<file path="src/rtl/fbs_pkg.sv">
package fbs_pkg;
  typedef enum logic {
    OP_PROG  = 1'b0,
    OP_ERASE = 1'b1
  } fbs_op_e;
endpackage

</file>
<file path="src/rtl/fbs_timer.sv">
module fbs_timer
  import fbs_pkg::*;
#(
  parameter int PROG_CYCLES  = 50,
  parameter int ERASE_CYCLES = 400
) (
  input  logic    clk,
  input  logic    rst_n,
  input  logic    launch,
  input  fbs_op_e op,
  output logic    busy
);
  localparam int CNT_W = $clog2(ERASE_CYCLES + 1);
  localparam logic [CNT_W-1:0] PROG_LOAD  = CNT_W'(PROG_CYCLES - 1);
  localparam logic [CNT_W-1:0] ERASE_LOAD = CNT_W'(ERASE_CYCLES - 1);

  logic [CNT_W-1:0] cnt_q, cnt_d;
  logic             busy_q, busy_d;

  always_comb begin
    busy_d = busy_q;
    cnt_d  = cnt_q;
    if (launch) begin
      busy_d = 1'b1;
      cnt_d  = (op == OP_ERASE) ? ERASE_LOAD : PROG_LOAD;
    end else if (busy_q) begin
      if (cnt_q == '0) busy_d = 1'b0;
      else             cnt_d  = cnt_q - 1'b1;
    end
  end

  always_ff @(posedge clk or negedge rst_n) begin
    if (!rst_n) begin
      busy_q <= 1'b0;
      cnt_q  <= '0;
    end else begin
      busy_q <= busy_d;
      cnt_q  <= cnt_d;
    end
  end

  assign busy = busy_q;
endmodule

</file>
<file path="src/rtl/fbs_toggle.sv">
module fbs_toggle (
  input  logic clk,
  input  logic rst_n,
  input  logic clear,
  input  logic advance,
  output logic tog
);
  logic tog_q, tog_d;

  always_comb begin
    tog_d = tog_q;
    if (clear)        tog_d = 1'b0;
    else if (advance) tog_d = ~tog_q;
  end

  always_ff @(posedge clk or negedge rst_n) begin
    if (!rst_n) tog_q <= 1'b0;
    else        tog_q <= tog_d;
  end

  assign tog = tog_q;
endmodule

</file>
<file path="src/rtl/fbs_status.sv">
module fbs_status #(
  parameter int DW = 8
) (
  input  logic          clk,
  input  logic          rst_n,
  input  logic          rd_strobe,
  input  logic          busy,
  input  logic          poll_bit,
  input  logic          tog,
  input  logic [DW-1:0] array_data,
  output logic [DW-1:0] rd_data
);
  localparam int POLL_POS = DW - 1;
  localparam int TOG_POS  = DW - 2;

  logic [DW-1:0] status_word;
  logic [DW-1:0] rd_q, rd_d;

  always_comb begin
    status_word           = '0;
    status_word[POLL_POS] = poll_bit;
    status_word[TOG_POS]  = tog;
  end

  always_comb begin
    rd_d = rd_q;
    if (rd_strobe) rd_d = busy ? status_word : array_data;
  end

  always_ff @(posedge clk or negedge rst_n) begin
    if (!rst_n) rd_q <= '0;
    else        rd_q <= rd_d;
  end

  assign rd_data = rd_q;
endmodule

</file>
<file path="src/rtl/flash_busy_status.sv">
module flash_busy_status
  import fbs_pkg::*;
#(
  parameter int DW           = 8,
  parameter int PROG_CYCLES  = 50,
  parameter int ERASE_CYCLES = 400
) (
  input  logic          clk,
  input  logic          rst_n,
  input  logic          start,
  input  logic          op_erase,
  input  logic [DW-1:0] load_data,
  input  logic          rd_strobe,
  input  logic [DW-1:0] array_data,
  output logic [DW-1:0] rd_data,
  output logic          busy
);
  fbs_op_e op_in, op_q, op_d;
  logic    msb_q, msb_d;
  logic    launch;
  logic    tog;
  logic    poll_bit;

  assign op_in  = op_erase ? OP_ERASE : OP_PROG;
  assign launch = start & ~busy;

  always_comb begin
    op_d  = op_q;
    msb_d = msb_q;
    if (launch) begin
      op_d  = op_in;
      msb_d = load_data[DW-1];
    end
  end

  always_ff @(posedge clk or negedge rst_n) begin
    if (!rst_n) begin
      op_q  <= OP_PROG;
      msb_q <= 1'b0;
    end else begin
      op_q  <= op_d;
      msb_q <= msb_d;
    end
  end

  assign poll_bit = (op_q == OP_ERASE) ? 1'b0 : ~msb_q;

  fbs_timer #(
    .PROG_CYCLES (PROG_CYCLES),
    .ERASE_CYCLES(ERASE_CYCLES)
  ) u_timer (
    .clk   (clk),
    .rst_n (rst_n),
    .launch(launch),
    .op    (op_in),
    .busy  (busy)
  );

  fbs_toggle u_toggle (
    .clk    (clk),
    .rst_n  (rst_n),
    .clear  (launch),
    .advance(rd_strobe & busy),
    .tog    (tog)
  );

  fbs_status #(.DW(DW)) u_status (
    .clk       (clk),
    .rst_n     (rst_n),
    .rd_strobe (rd_strobe),
    .busy      (busy),
    .poll_bit  (poll_bit),
    .tog       (tog),
    .array_data(array_data),
    .rd_data   (rd_data)
  );
endmodule

</file>
<file path="config.mk">
export PLATFORM = sky130hd
export DESIGN_NAME = flash_busy_status
export DESIGN_NICKNAME = d
export VERILOG_FILES = /design/src/rtl/fbs_pkg.sv /design/src/rtl/fbs_timer.sv /design/src/rtl/fbs_toggle.sv /design/src/rtl/fbs_status.sv /design/src/rtl/flash_busy_status.sv
export SDC_FILE = /design/constraint.sdc
export NUM_CORES = 1
export LEC_CHECK = 0
export BUFFER_PORTS_ARGS = -buffer_cell sky130_fd_sc_hd__buf_2
export CORE_MARGIN = 3
export CORE_UTILIZATION = 51
export CTS_CLUSTER_DIAMETER = 100
export DETAILED_ROUTE_END_ITERATION = 8
export GPL_TIMING_DRIVEN = 0
export PLACE_DENSITY_LB_ADDON = 0.3
export SLEW_MARGIN = 20
export SYNTH_ARGS = -nofsm -noshare
export SYNTH_HDL_FRONTEND = slang
export SYNTH_HIERARCHICAL = 1
export SYNTH_SLANG_ARGS = --single-unit
</file>
<file path="constraint.sdc">
create_clock -name clk -period 2.6 [get_ports clk]
set_clock_uncertainty 0.05 [all_clocks]
set_input_delay 0.52 -clock clk [delete_from_list [all_inputs] [get_ports clk]]
set_output_delay 0.52 -clock clk [all_outputs]
set_load 0.02 [all_outputs]
</file>
Yosys cells after proc, flatten, opt, wreduce, memory -nomap -nowiden
Cells that the tools add are included.
- add/subtract/negate cells: 1
- divide/modulo/power cells: 0
- multiply operators: 0
- reduce and logical (&&, ||, !) cells: 4
- magnitude comparators: 0
- eq/ne operators: 1
- bitwise operators: 5
- multiplexer cells: 12
- shift-type cells: 0
- operator list (cell ; number):
    $mux W9 ; 4
    $logic_not A9 Y1 ; 1
    $sub A9 B1 Y9 const B ; 1
    $mux W8 ; 1
    $mux W1 ; 7
    $reduce_bool A2 Y1 ; 2
    $not A1 Y1 ; 3
    $and A1 B1 Y1 ; 2
    $ne A2 B2 Y1 const B ; 1
    $reduce_and A2 Y1 ; 1
- memory bits (read-only): 0
- flip-flop bits (word level): 21
- latch bits: 0
- logic and storage cells: 29
- memories kept: 0
- memory bits (writable): 0

Depth between registers and ports, before layout
- word-level depth: 4
- depth in mapped cells: 5
- gate-level depth less buffers: 5

Modules after synthesis
Netlist, hierarchy kept.
- modules (own cells, without submodules) (module ; cells an instance ; instances ; area each (um2)):
    fbs_timer ; 65 ; 1 ; 614.3
    fbs_status ; 33 ; 1 ; 354.1
    flash_busy_status ; 7 ; 1 ; 105.1
    fbs_toggle ; 3 ; 1 ; 37.5

Worst setup path before layout
Ideal clock, no wire load.
- path type: register to register
- from: register u_timer.busy_q, in the netlist u_timer/busy
- to: register u_timer.cnt_q[7]
- data required time: 2421 ps
- clock period less this slack: 2090 ps
- slack: 510 ps
- path buffers: 1
- cell stages (with the launch flop): 6
- arrival: 1910 ps
- cells stage by stage: dfrtp_1 nor2b_4 clkbuf_1 or4b_2 o32ai_1 a21oi_1
- cells in the longest elaborated chain, start to end: 4
- RTL lines (item ; line ; text):
    start, declared ; fbs_timer.sv:18 ; logic busy_q, busy_d;
    start signal, assigned ; fbs_timer.sv:37 ; busy_q <= busy_d;
    $not A1 Y1 (*) ; flash_busy_status.sv:25 ; assign launch = start & ~busy;
    $and A1 B1 Y1 (*) ; flash_busy_status.sv:25 ;
    via launch ; flash_busy_status.sv:20 ; logic launch;
    $ne A2 B2 Y1 (no line) or $reduce_bool A2 Y1 (tied branches) ; - ;
    $reduce_and A2 Y1 (no line) ; - ;
    end signal, assigned ; fbs_timer.sv:38 ; cnt_q <= cnt_d;
    end, declared ; fbs_timer.sv:17 ; logic [CNT_W-1:0] cnt_q, cnt_d;
Mark *: on every way through the listed nets, which the timed path passes. The rest lies on a longest branch.
A chain may end at the register's enable or synchronous reset.

Worst setup path in the final report
Ends and elaborated chain as after synthesis.

==> run summary <==
Critical path required time -> 2.75 ns
Crit. Startpoint -> u_timer/busy$_DFF_PN0_
Syn Inst Count -> 108
Drt first-iter violations -> 30
Clock Power Share -> 12.4%
Vias -> 930
Synth warn -> 6
Detailed-route DRC error count -> 0
Number of global-route vias before repair -> 847
Final wirelength -> 2360 um
Critical path peak fanout -> 18
CP startpoint kind -> flip-flop
Synthesized cell area -> 0.00111 mm^2
DIE AREA -> 0.00277 mm^2
Internal Power -> 0.772 mW
TritonRoute pass-1 iters -> 4
Crit path arrival time -> 2.42 ns
TNS Setup -> 0 ns
Clock Sinks -> 21
Post-CTS Hold Fix Bufs -> 0
Switching Power -> 0.529 mW
Core area -> 0.00200 mm^2
All-Layer GR Usage -> 18.3%
Tot Pwr -> 1.30 mW
CTS max path bufs -> 2
Die width -> 52.7 um
Post-DP HPWL -> 1700 um
Flops & latches, synth -> 21
Post-synthesis cell type count -> 38
Post-synth ARST share -> 100%
# setup viols final -> 0
Number of cell rows -> 16
Vias per std cell -> 5.78
TritonCTS buffer count -> 3
Post-synth EDFFs -> 0
Latest clock arrival within the worst-skew pair -> 0.30 ns
Fin crit period -> 2.28 ns
CTS tree -> built
Pins Over Slew Limit -> 0
Critical R2R Launch -> u_timer/busy$_DFF_PN0_
DIE HEIGHT -> 52.7 um
Worst min path class -> in2async
Switching fraction of total power -> 40.7%
Top FF cell, synth -> dfrtp_1
RSZ-0062 raised after global routing -> false
H-tree depth -> 1
Syn_nets -> 130
Peak VDD IR -> 0.000584 V
Placed inst area -> 0.00125 mm^2
Critical path type -> reg2reg
Hold slack -> 0.100 ns
Final nets -> 157
Antenna Cells -> 0
Leakage -> 0.567 nW
Port bufs -> 22
GP Congestion -> 0.793
Antenna-violating nets left -> 0
Avg Cell Area, Syn -> 10.3 um^2
FMAX -> 439 MHz
Post-route clock period utilization -> 87.6%
Reg2reg path depth -> 5
Clock-pin slew on the worst setup and hold paths -> 0.13 ns
Initial Util -> 55.5%
Total I/O pin count -> 30
Drt wl/cell -> 14.6 um
GRT overflow -> 0
Slew headroom -> 60.6%
Fraction of power consumed by combinational cells -> 41.1%
Final hold violations -> 0
Number of setup buffers added after CTS -> 0
Seq/Total Area, Yosys -> 47.3%
Proportion of layout cells with a drive suffix above 1 -> 26.9%
Outcome -> complete, no violations
Reg power frac -> 46.5%
Area added between synthesis and finish -> 15.4%
Pwr per Cell Area -> 1010 mW/mm^2
Endpoint class of the critical path -> flip-flop
Worst slew pin tran -> 0.590 ns
Post-route cell area -> 0.00128 mm^2
Largest net degree at the start of global routing -> 22
Max Cap Violations -> 0
Post-CTS resize count -> 0
Clock Tree Root -> clkbuf_4
Most frequent cells in the layout -> 22 x buf_2, 21 x dfrtp_1, 12 x inv_1
First-pass GRT wire length -> 3780 um
Initial antenna violation count -> 0
Commonest non-fill, non-tap cell in the layout -> buf_2
-- path summary, 6_finish.rpt --
check                                                  end  slack (ns)
max in group asynchronous         u_toggle/tog$_DFFE_PN0P_        2.08
min in group clk                         msb_q$_DFFE_PN0P_        0.39
max                           u_timer/cnt_q[7]$_DFFE_PN0P_        0.32
min reg2reg                u_status/rd_data[2]$_DFFE_PN0P_        0.48
max reg2reg                   u_timer/cnt_q[7]$_DFFE_PN0P_        0.32
min                           u_timer/cnt_q[2]$_DFFE_PN0P_        0.10
-- stage by stage --
step / util, % / instances / setup slack [ns]
after floorplan: - / 108 / 0.510
after global placement: 62.7 / 157 / 0.382
after global routing: 64.1 / 161 / 0.181
after detailed placement: 62.7 / 157 / 0.337
final: 64.1 / 161 / 0.322
after CTS: 64.1 / 161 / 0.321
-- power by group through the flow --
stage	sequential (mW)	clock, mW	combinational (mW)
after global routing	0.624	0.179	0.590
final	0.605	0.161	0.534
after CTS	0.602	0.163	0.533
after global placement	0.597	0	0.509
after floorplan	0.605	0	0.375
after detailed placement	0.609	0	0.530
-- cell usage after synthesis (all sizes together) (2+ instances only) --
master	number	area (um^2)
a2111o	2	22.5
a2111oi	2	17.5
a21oi	6	37.5
a31oi	3	18.8
and2	2	13.8
buf	2	15.0
dfrtp	21	526
inv	12	45.0
mux2	2	30.0
mux2i	3	30.0
nand2	3	11.3
nand3b	7	52.6
nor2	8	30.0
nor4	2	12.5
nor4b	2	17.5
o21ai	8	40.0
or3	2	12.5
or4	4	30.0
or4b	2	23.8
-- flip-flops by register name (all words and copies together), names as in the netlist --
register / cells
u_status/rd_data: 8
u_timer/busy: 1
u_timer/cnt_q: 9
msb_q: 1
u_toggle/tog: 1
op_q: 1
-- routing by layer --
metal,up-vias,GRT usage (%),wire [um]
met3,2,3.99,117
met2,28,28.1,1150
met4,0,4.26,10
met5,-,0,0
li1,447,-,-
met1,453,26.3,1080
-- cell families (layout without fill, tap and decap cells) --
group	after synthesis	after routing	synth area share (%)
adder cells (fa/ha/maj)	1	1	1.13
AND/OR/NAND/NOR	40	40	24.2
buffers and inverters	15	41	5.74
multiplexers	5	5	5.41
XOR/XNOR	1	1	0.788
flip-flops	21	21	47.3
AO/OA/AOI/OAI	25	25	15.4
-- cell type report --
| class | instances | area, um^2 |
|---|---|---|
| inverter | 12 | 45.0 |
| buffer | 3 | 18.8 |
| tap | 27 | 33.8 |
| clock inverter | 1 | 5.00 |
| sequential | 21 | 526 |
| clock buffer | 3 | 22.5 |
| multi-input combinational | 72 | 522 |
| fill | 172 | 719 |
| timing repair buffer | 22 | 110 |
-- worst max-delay path: stages (launching register included) --
cell      delay (ns)
dfrtp_1         0.74
nor2b_4         0.12
clkbuf_1        0.24
or4b_2          0.71
o32ai_1         0.24
a21oi_1         0.07
(Power assumes the default switching activity.)
